`src/rtl/tts_pkg.sv`:
```
package tts_pkg;

    typedef enum logic [1:0] {
        SEQ_IDLE = 2'd0,
        SEQ_WAIT = 2'd1,
        SEQ_FIRE = 2'd2
    } seq_state_t;

    function automatic logic one_or_none(input logic [15:0] v);
        return (v & (v - 16'd1)) == 16'd0;
    endfunction

endpackage

```
`src/rtl/tts_cfg.sv`:
```
module tts_cfg
    import tts_pkg::*;
#(
    parameter int N_THR     = 8,
    parameter int N_PART    = 4,
    parameter int BC_W      = 12,
    parameter int ORBIT_DEF = 3564,
    parameter int AW        = 4,
    parameter int DW        = 16
) (
    input  logic                          clk,
    input  logic                          rst_n,
    input  logic                          we,
    input  logic [AW-1:0]                 addr,
    input  logic [DW-1:0]                 wdata,
    output logic [N_THR-1:0][N_PART-1:0]  thr_map,
    output logic [BC_W-1:0]               orbit_len,
    output logic [N_PART-1:0]             part_en
);

    localparam int              ORBIT_ADDR = N_THR;
    localparam int              EN_ADDR    = N_THR + 1;
    localparam logic [BC_W-1:0] ORBIT_RST  = BC_W'(ORBIT_DEF);
    localparam logic [BC_W-1:0] ORBIT_MIN  = BC_W'(2);

    logic [N_PART-1:0] wr_sel;
    logic              wr_legal;

    assign wr_sel   = wdata[N_PART-1:0];
    assign wr_legal = one_or_none(16'(wr_sel));

    always_ff @(posedge clk or negedge rst_n) begin
        if (!rst_n) begin
            for (int i = 0; i < N_THR; i++) begin
                thr_map[i] <= N_PART'(1) << (i % N_PART);
            end
        end else if (we && wr_legal) begin
            for (int i = 0; i < N_THR; i++) begin
                if (addr == AW'(i)) begin
                    thr_map[i] <= wr_sel;
                end
            end
        end
    end

    always_ff @(posedge clk or negedge rst_n) begin
        if (!rst_n) begin
            orbit_len <= ORBIT_RST;
        end else if (we && addr == AW'(ORBIT_ADDR) && wdata[BC_W-1:0] >= ORBIT_MIN) begin
            orbit_len <= wdata[BC_W-1:0];
        end
    end

    always_ff @(posedge clk or negedge rst_n) begin
        if (!rst_n) begin
            part_en <= '1;
        end else if (we && addr == AW'(EN_ADDR)) begin
            part_en <= wdata[N_PART-1:0];
        end
    end

    generate
        for (genvar g = 0; g < N_THR; g++) begin : g_map_chk
            AST_MAP_BAD_WRITE: assert property (@(posedge clk) disable iff (!rst_n)
                (we && addr == AW'(g) && !wr_legal) |=> $stable(thr_map[g]));
        end
    endgenerate

    AST_ORBIT_FLOOR: assert property (@(posedge clk) disable iff (!rst_n)
        (we && addr == AW'(ORBIT_ADDR) && wdata[BC_W-1:0] < ORBIT_MIN) |=> $stable(orbit_len));

endmodule

```
`src/rtl/tts_hold.sv`:
```
module tts_hold #(
    parameter int N_THR  = 8,
    parameter int N_PART = 4
) (
    input  logic [N_THR-1:0]              thr,
    input  logic [N_THR-1:0][N_PART-1:0]  thr_map,
    output logic [N_PART-1:0]             hold
);

    generate
        for (genvar p = 0; p < N_PART; p++) begin : g_part_or
            logic [N_THR-1:0] member;
            always_comb begin
                for (int i = 0; i < N_THR; i++) begin
                    member[i] = thr_map[i][p];
                end
            end
            assign hold[p] = |(thr & member);
        end
    endgenerate

endmodule

```
`src/rtl/tts_seq.sv`:
```
module tts_seq
    import tts_pkg::*;
#(
    parameter int BC_W = 12
) (
    input  logic            clk,
    input  logic            rst_n,
    input  logic [BC_W-1:0] orbit_len,
    input  logic            ecr_req,
    output logic [BC_W-1:0] bc,
    output logic            wrap,
    output logic            fire,
    output seq_state_t      state
);

    seq_state_t state_nxt;

    always_ff @(posedge clk or negedge rst_n) begin
        if (!rst_n) begin
            bc <= '0;
        end else if (wrap) begin
            bc <= '0;
        end else begin
            bc <= bc + BC_W'(1);
        end
    end

    always_ff @(posedge clk or negedge rst_n) begin
        if (!rst_n) begin
            state <= SEQ_IDLE;
        end else begin
            state <= state_nxt;
        end
    end

    always_comb begin
        state_nxt = state;
        unique case (state)
            SEQ_IDLE: if (ecr_req) state_nxt = SEQ_WAIT;
            SEQ_WAIT: if (wrap)    state_nxt = SEQ_FIRE;
            SEQ_FIRE: state_nxt = ecr_req ? SEQ_WAIT : SEQ_IDLE;
            default:  state_nxt = SEQ_IDLE;
        endcase
    end

    always_comb begin
        wrap = (bc >= orbit_len - BC_W'(1));
        fire = wrap && (state == SEQ_WAIT);
    end

    AST_WAIT_HOLD: assert property (@(posedge clk) disable iff (!rst_n)
        (state == SEQ_WAIT && !wrap) |=> state == SEQ_WAIT);

    AST_FIRE_ONCE: assert property (@(posedge clk) disable iff (!rst_n)
        state == SEQ_FIRE |=> state != SEQ_FIRE);

endmodule

```
`src/rtl/tts_part.sv`:
```
module tts_part #(
    parameter int EVT_W  = 24,
    parameter int LOST_W = 8
) (
    input  logic              clk,
    input  logic              rst_n,
    input  logic              en,
    input  logic              hold_l0,
    input  logic              hold_l1,
    input  logic              l0_acc,
    input  logic              l1_acc,
    input  logic              wrap,
    input  logic              fire,
    output logic              l0_trig,
    output logic              l1_trig,
    output logic              bcr,
    output logic              ecr,
    output logic [EVT_W-1:0]  evt_cnt,
    output logic [LOST_W-1:0] lost_cnt
);

    localparam logic [LOST_W-1:0] LOST_MAX = '1;

    logic              l0_pass, l1_pass, l0_drop, l1_drop;
    logic [1:0]        drop_n;
    logic [LOST_W:0]   lost_sum;
    logic [LOST_W-1:0] lost_nxt;

    always_comb begin
        l0_pass  = en && l0_acc && !hold_l0;
        l1_pass  = en && l1_acc && !hold_l1;
        l0_drop  = en && l0_acc && hold_l0;
        l1_drop  = en && l1_acc && hold_l1;
        drop_n   = {1'b0, l0_drop} + {1'b0, l1_drop};
        lost_sum = {1'b0, lost_cnt} + (LOST_W+1)'(drop_n);
        lost_nxt = lost_sum[LOST_W] ? LOST_MAX : lost_sum[LOST_W-1:0];
    end

    always_ff @(posedge clk or negedge rst_n) begin
        if (!rst_n) begin
            l0_trig <= 1'b0;
            l1_trig <= 1'b0;
            bcr     <= 1'b0;
            ecr     <= 1'b0;
        end else begin
            l0_trig <= l0_pass;
            l1_trig <= l1_pass;
            bcr     <= wrap;
            ecr     <= fire;
        end
    end

    always_ff @(posedge clk or negedge rst_n) begin
        if (!rst_n) begin
            evt_cnt <= '0;
        end else if (fire) begin
            evt_cnt <= '0;
        end else if (l1_pass) begin
            evt_cnt <= evt_cnt + EVT_W'(1);
        end
    end

    always_ff @(posedge clk or negedge rst_n) begin
        if (!rst_n) begin
            lost_cnt <= '0;
        end else begin
            lost_cnt <= lost_nxt;
        end
    end

    AST_L0_PASS: assert property (@(posedge clk) disable iff (!rst_n)
        (en && l0_acc && !hold_l0) |=> l0_trig);
    AST_L0_HELD: assert property (@(posedge clk) disable iff (!rst_n)
        hold_l0 |=> !l0_trig);
    AST_L1_HELD: assert property (@(posedge clk) disable iff (!rst_n)
        hold_l1 |=> !l1_trig);
    AST_EVT_STEP: assert property (@(posedge clk) disable iff (!rst_n)
        (!fire && l1_trig == 1'b0 && en && l1_acc && !hold_l1) |=> evt_cnt == $past(evt_cnt) + EVT_W'(1));
    AST_LOST_SAT: assert property (@(posedge clk) disable iff (!rst_n)
        lost_cnt == LOST_MAX |=> lost_cnt == LOST_MAX);
    AST_OFF_SILENT: assert property (@(posedge clk) disable iff (!rst_n)
        !en |=> (!l0_trig && !l1_trig && $stable(lost_cnt)));

endmodule

```
`src/rtl/trig_throttle_sup.sv`:
```
module trig_throttle_sup
    import tts_pkg::*;
#(
    parameter int N_THR     = 8,
    parameter int N_PART    = 4,
    parameter int EVT_W     = 24,
    parameter int LOST_W    = 8,
    parameter int BC_W      = 12,
    parameter int ORBIT_DEF = 3564,
    parameter int CFG_AW    = 4,
    parameter int CFG_DW    = 16
) (
    input  logic                       clk,
    input  logic                       rst_n,
    input  logic                       l0_acc,
    input  logic                       l1_acc,
    input  logic [N_THR-1:0]           thr_l0,
    input  logic [N_THR-1:0]           thr_l1,
    input  logic                       ecr_req,
    input  logic                       cfg_we,
    input  logic [CFG_AW-1:0]          cfg_addr,
    input  logic [CFG_DW-1:0]          cfg_wdata,
    output logic [N_PART-1:0]          l0_trig_o,
    output logic [N_PART-1:0]          l1_trig_o,
    output logic [N_PART-1:0]          bcr_o,
    output logic [N_PART-1:0]          ecr_o,
    output logic [BC_W-1:0]            bc_o,
    output logic [N_PART*EVT_W-1:0]    evt_cnt_o,
    output logic [N_PART*LOST_W-1:0]   lost_cnt_o
);

    logic [N_THR-1:0][N_PART-1:0] thr_map;
    logic [BC_W-1:0]              orbit_len;
    logic [N_PART-1:0]            part_en;
    logic [N_PART-1:0]            hold_l0, hold_l1;
    logic                         wrap, fire;
    seq_state_t                   seq_state;

    tts_cfg #(
        .N_THR(N_THR), .N_PART(N_PART), .BC_W(BC_W),
        .ORBIT_DEF(ORBIT_DEF), .AW(CFG_AW), .DW(CFG_DW)
    ) u_cfg (
        .clk(clk), .rst_n(rst_n), .we(cfg_we), .addr(cfg_addr), .wdata(cfg_wdata),
        .thr_map(thr_map), .orbit_len(orbit_len), .part_en(part_en)
    );

    tts_hold #(.N_THR(N_THR), .N_PART(N_PART)) u_hold_l0 (
        .thr(thr_l0), .thr_map(thr_map), .hold(hold_l0)
    );

    tts_hold #(.N_THR(N_THR), .N_PART(N_PART)) u_hold_l1 (
        .thr(thr_l1), .thr_map(thr_map), .hold(hold_l1)
    );

    tts_seq #(.BC_W(BC_W)) u_seq (
        .clk(clk), .rst_n(rst_n), .orbit_len(orbit_len), .ecr_req(ecr_req),
        .bc(bc_o), .wrap(wrap), .fire(fire), .state(seq_state)
    );

    generate
        for (genvar p = 0; p < N_PART; p++) begin : g_part
            tts_part #(.EVT_W(EVT_W), .LOST_W(LOST_W)) u_part (
                .clk(clk), .rst_n(rst_n), .en(part_en[p]),
                .hold_l0(hold_l0[p]), .hold_l1(hold_l1[p]),
                .l0_acc(l0_acc), .l1_acc(l1_acc),
                .wrap(wrap), .fire(fire),
                .l0_trig(l0_trig_o[p]), .l1_trig(l1_trig_o[p]),
                .bcr(bcr_o[p]), .ecr(ecr_o[p]),
                .evt_cnt(evt_cnt_o[p*EVT_W +: EVT_W]),
                .lost_cnt(lost_cnt_o[p*LOST_W +: LOST_W])
            );
        end
    endgenerate

    AST_BCR_ALIGNED: assert property (@(posedge clk) disable iff (!rst_n)
        (bcr_o == '0 || bcr_o == '1));
    AST_BCR_AT_ZERO: assert property (@(posedge clk) disable iff (!rst_n)
        bcr_o[0] |-> bc_o == '0);
    AST_ECR_ALIGNED: assert property (@(posedge clk) disable iff (!rst_n)
        (ecr_o == '0 || ecr_o == '1));
    AST_ECR_WITH_BCR: assert property (@(posedge clk) disable iff (!rst_n)
        ecr_o[0] |-> bcr_o[0]);
    AST_ECR_STATE: assert property (@(posedge clk) disable iff (!rst_n)
        ecr_o[0] == (seq_state == SEQ_FIRE));

endmodule

```
`config.mk`:
```
export PLATFORM = sky130hd
export DESIGN_NAME = trig_throttle_sup
export DESIGN_NICKNAME = d
export VERILOG_FILES = /design/src/rtl/tts_pkg.sv /design/src/rtl/tts_cfg.sv /design/src/rtl/tts_hold.sv /design/src/rtl/tts_seq.sv /design/src/rtl/tts_part.sv /design/src/rtl/trig_throttle_sup.sv
export SDC_FILE = /design/constraint.sdc
export NUM_CORES = 1
export LEC_CHECK = 0
export ABC_AREA = 1
export CAP_MARGIN = 20
export CORE_UTILIZATION = 50
export CTS_BUF_LIST = sky130_fd_sc_hd__clkbuf_4 sky130_fd_sc_hd__clkbuf_8
export CTS_CLUSTER_SIZE = 20
export DETAILED_ROUTE_END_ITERATION = 8
export DONT_BUFFER_PORTS = 1
export PLACE_DENSITY = 0.65
export RECOVER_POWER = 50
export SETUP_SLACK_MARGIN = 0.05
export SYNTH_ARGS = -nofsm -noshare
export SYNTH_HDL_FRONTEND = slang
export SYNTH_HIERARCHICAL = 1
export SYNTH_SLANG_ARGS = --single-unit
```
`constraint.sdc`:
```
create_clock -name clk -period 4.6 [get_ports clk]
set_clock_uncertainty 0.15 [all_clocks]
set_input_delay 0.92 -clock clk [delete_from_list [all_inputs] [get_ports clk]]
set_output_delay 0.92 -clock clk [all_outputs]
set_load 0.005 [all_outputs]
```
==> impl_metrics.ini <==
[finish]
finalNetCount = 1675
drive_gt1_share_pct = 10.8
diodes = 0
final_util_pct = 55.7
fillers = 2175
synthToLayoutAreaGrowth_pct = 8.26

[status]
status = complete, but fails checks
violations = negative hold slack, max-capacitance violations, max-slew violations

[sta]
fin_setup_tns_ns = 0
rsz0062_at_grt = no
setup_viol = 0
drv_slew = 41
fmax_ghz = 0.281
hold_viol_final = 54
maxSlewHeadroom_pct = -25.4
setup_ws_ns = 1.04
post-route-period-util_pct = 77.3
timing.final.crit_period_ns = 3.56
whs_ns = -0.0583
tightestPinTransition_ns = 1.88

[synthesis]
synth_nets = 1655
ys_warn_count = 6
ys_seq_area_share_pct = 44.1
async_reset_ff_share_pct = 100
synth_area_leaders = dfrtp_1 (40%), nand2_1 (17%), nor2_1 (8.5%)
synth_common_cells = nand2_1 (529), nor2_1 (265), dfrtp_1 (186), inv_1 (134), nand3_1 (83)
synth-edff-count = 0
yosys.cell_count.top_type = nand2_1
ys_ff_latch = 206
synth_area_um2 = 11800
synthCells = 1587
synthDistinctLibCells = 42
yosys.area.top_type = dfrtp_1
yosys_most_used_dff = dfrtp_1
synth.top_cell.area_share_pct = 39.6
syn_area_per_cell_um2 = 7.41

[placement]
dp.final_hpwl_um = 20300
numPortBuffers = 0
globalplace.congestion = 0.873
pre_cts_ws_ns = 1.03

[clock_tree]
cts.path.max_buffers = 3
cts.sinks = 206
cts_resized = 0
path_clk_slew_ns = 0.06
cts_buffers = 38
tritoncts = yes
clock-root-buffer = clkbuf_8
h-tree-depth = 2
clock_latency_ns = 0.53
cts_setup_buffers = 0

[detailed_routing]
wire_per_inst_um = 14.7
via_per_inst = 5.16
drt-initial-drc-count = 607
firstDrtPassIters = 5
routed_wl_um = 28600
vias = 10055
ant_nets = 0
drc_errors = 0

[min_path]
hold_path.class = input port to async pin

[critical_path]
critPathMaxFanout = 22
critPathKind = register to register
cp.required_ns = 4.87
reg2regPathDepth = 21
startpoint_type = register
worstSetupEndpointType = register
arrival_ns = 3.82

[floorplanning]
ios = 198
dieArea_um2 = 24100
rows = 55
die_h_um = 155
start_util_pct = 51.5
die_w_um = 155
core-area_um2 = 22800

[global_routing]
antenna_found_initial = 0
grt.total_usage_pct = 24.0
grt_pass1_vias = 9503
grt_max_degree = 207
grt_pass1_wl_um = 47200
grt_overflow = 0

[power_and_ir_drop]
p_per_area_nw_per_um2 = 422
finalPower_mw = 5.37
leakage_nw = 6.24
ir_drop_mv = 0.329

[job]
maxCapViolCount = 1
==> layout by cell type (no fill, tap or decap), types with 2 or more instances in the layout <==
cell type   Yosys  layout
a21oi_1        74      74
inv_2           2       2
nand3_1        83      91
o21bai_1       11      11
nor2_4         15      15
nor3_1         21      22
xor2_1         14      14
dfstp_2        20      20
nand3_4         2       2
nor2_1        265     269
nor3b_1         3       3
dfrtp_1       186     186
a22oi_1         3       3
or2_2           4       4
ha_1           22      22
clkinv_2        0       3
clkinvlp_4      0       2
nand2_1       529     531
nand4_1        46      46
clkinv_1        2       2
inv_1         134     134
clkbuf_8        0      45
o21bai_2        2       2
nand2_2        14      12
fa_1            4       4
buf_4           3       5
nor2_2         35      33
nor2_8          4       2
o21ai_0        35      35
clkbuf_4        1      15
nand2_4         5       5
xnor2_1         5       5
nand3_2        13       5
==> final timing paths <==
kind	startpoint	to	slack [ns]
min in group clk	u_cfg/thr_map[10]$_DFFE_PN1P_	u_cfg/thr_map[10]$_DFFE_PN1P_	0.32
setup reg to reg	u_cfg/orbit_len[0]$_DFFE_PN0P_	g_part[1].u_part/evt_cnt[13]$_DFFE_PN0P_	1.04
max in group asynchronous	rst_n	u_cfg/thr_map[4]$_DFFE_PN0P_	3.84
setup / recovery	u_cfg/orbit_len[0]$_DFFE_PN0P_	g_part[1].u_part/evt_cnt[13]$_DFFE_PN0P_	1.04
hold reg to reg	u_cfg/thr_map[10]$_DFFE_PN1P_	u_cfg/thr_map[10]$_DFFE_PN1P_	0.32
hold / removal	rst_n	g_part[1].u_part/evt_cnt[19]$_DFFE_PN0P_	-0.06
==> metrics by stage <==
stage | std cells | area, um2
after CTS | 1947 | 12800
after global routing | 1947 | 12700
after floorplan | 1587 | 11800
final | 1947 | 12700
after global placement | 1880 | 12000
after detailed placement | 1880 | 12000
==> layout make-up <==
cell class,count,area (um2),share of cell area [%]
sequential,206,5180,40.7
timing repair buffer,6,41.3,0.324
multi-input combinational,1217,5790,45.5
tap,313,392,3.08
clock buffer,60,732,5.75
inverter,138,518,4.07
clock inverter,7,68.8,0.541
==> where the power goes <==
part	switching (mW)	total, mW	internal, mW
registers	0.338	2.45	2.11
clock network	0.759	1.83	1.07
logic	0.697	1.10	0.403
==> flip-flops by register name, summed over array words and instances, names as in the netlist <==
signal and count:
g_part.u_part/evt_cnt 96, g_part.u_part/lost_cnt 32, u_cfg/thr_map 32, u_cfg/orbit_len 12, u_seq/bc 12, g_part.u_part/bcr 4, g_part.u_part/ecr 4, g_part.u_part/l0_trig 4
g_part.u_part/l1_trig 4, u_cfg/part_en 4, u_seq/state 2
==> worst max-delay path, stage by stage (launching register included) <==
cell and delay (ns):
dfrtp_1 0.37, inv_1 0.11, ha_1 0.24, inv_1 0.07, nor3_1 0.22, xor2_1 0.19, inv_1 0.06, ha_1 0.28
nand2_2 0.07, nor2_4 0.16, nand2_2 0.06, nor2_2 0.09, nand2_2 0.10, a21boi_2 0.15, buf_4 0.29, inv_2 0.24
nand2_1 0.23, nand2_1 0.07, nor2_1 0.12, nand2_1 0.06, nand2_1 0.06, nor2_1 0.05
==> per-layer routing <==
metal	part of all wire [%]	vias up	wire, um	GRT usage [%]
li1	-	5095	-	-
met1	45	4637	13000	32.1
met2	45	282	12800	37.8
met3	8.0	41	2280	6.99
met4	1.7	0	480	6.58
met5	0	-	0	0.414
==> logic make-up after synthesis <==
family / count (synthesis) / share of synthesized area, %
xor+xnor: 19 / 1.42
fa+ha+maj: 26 / 3.02
simple gates: 1044 / 39.6
flops: 206 / 44.1
buf+inv: 164 / 5.88
compound gates: 128 / 5.99
No activity file was read; power rests on OpenSTA's default activity.
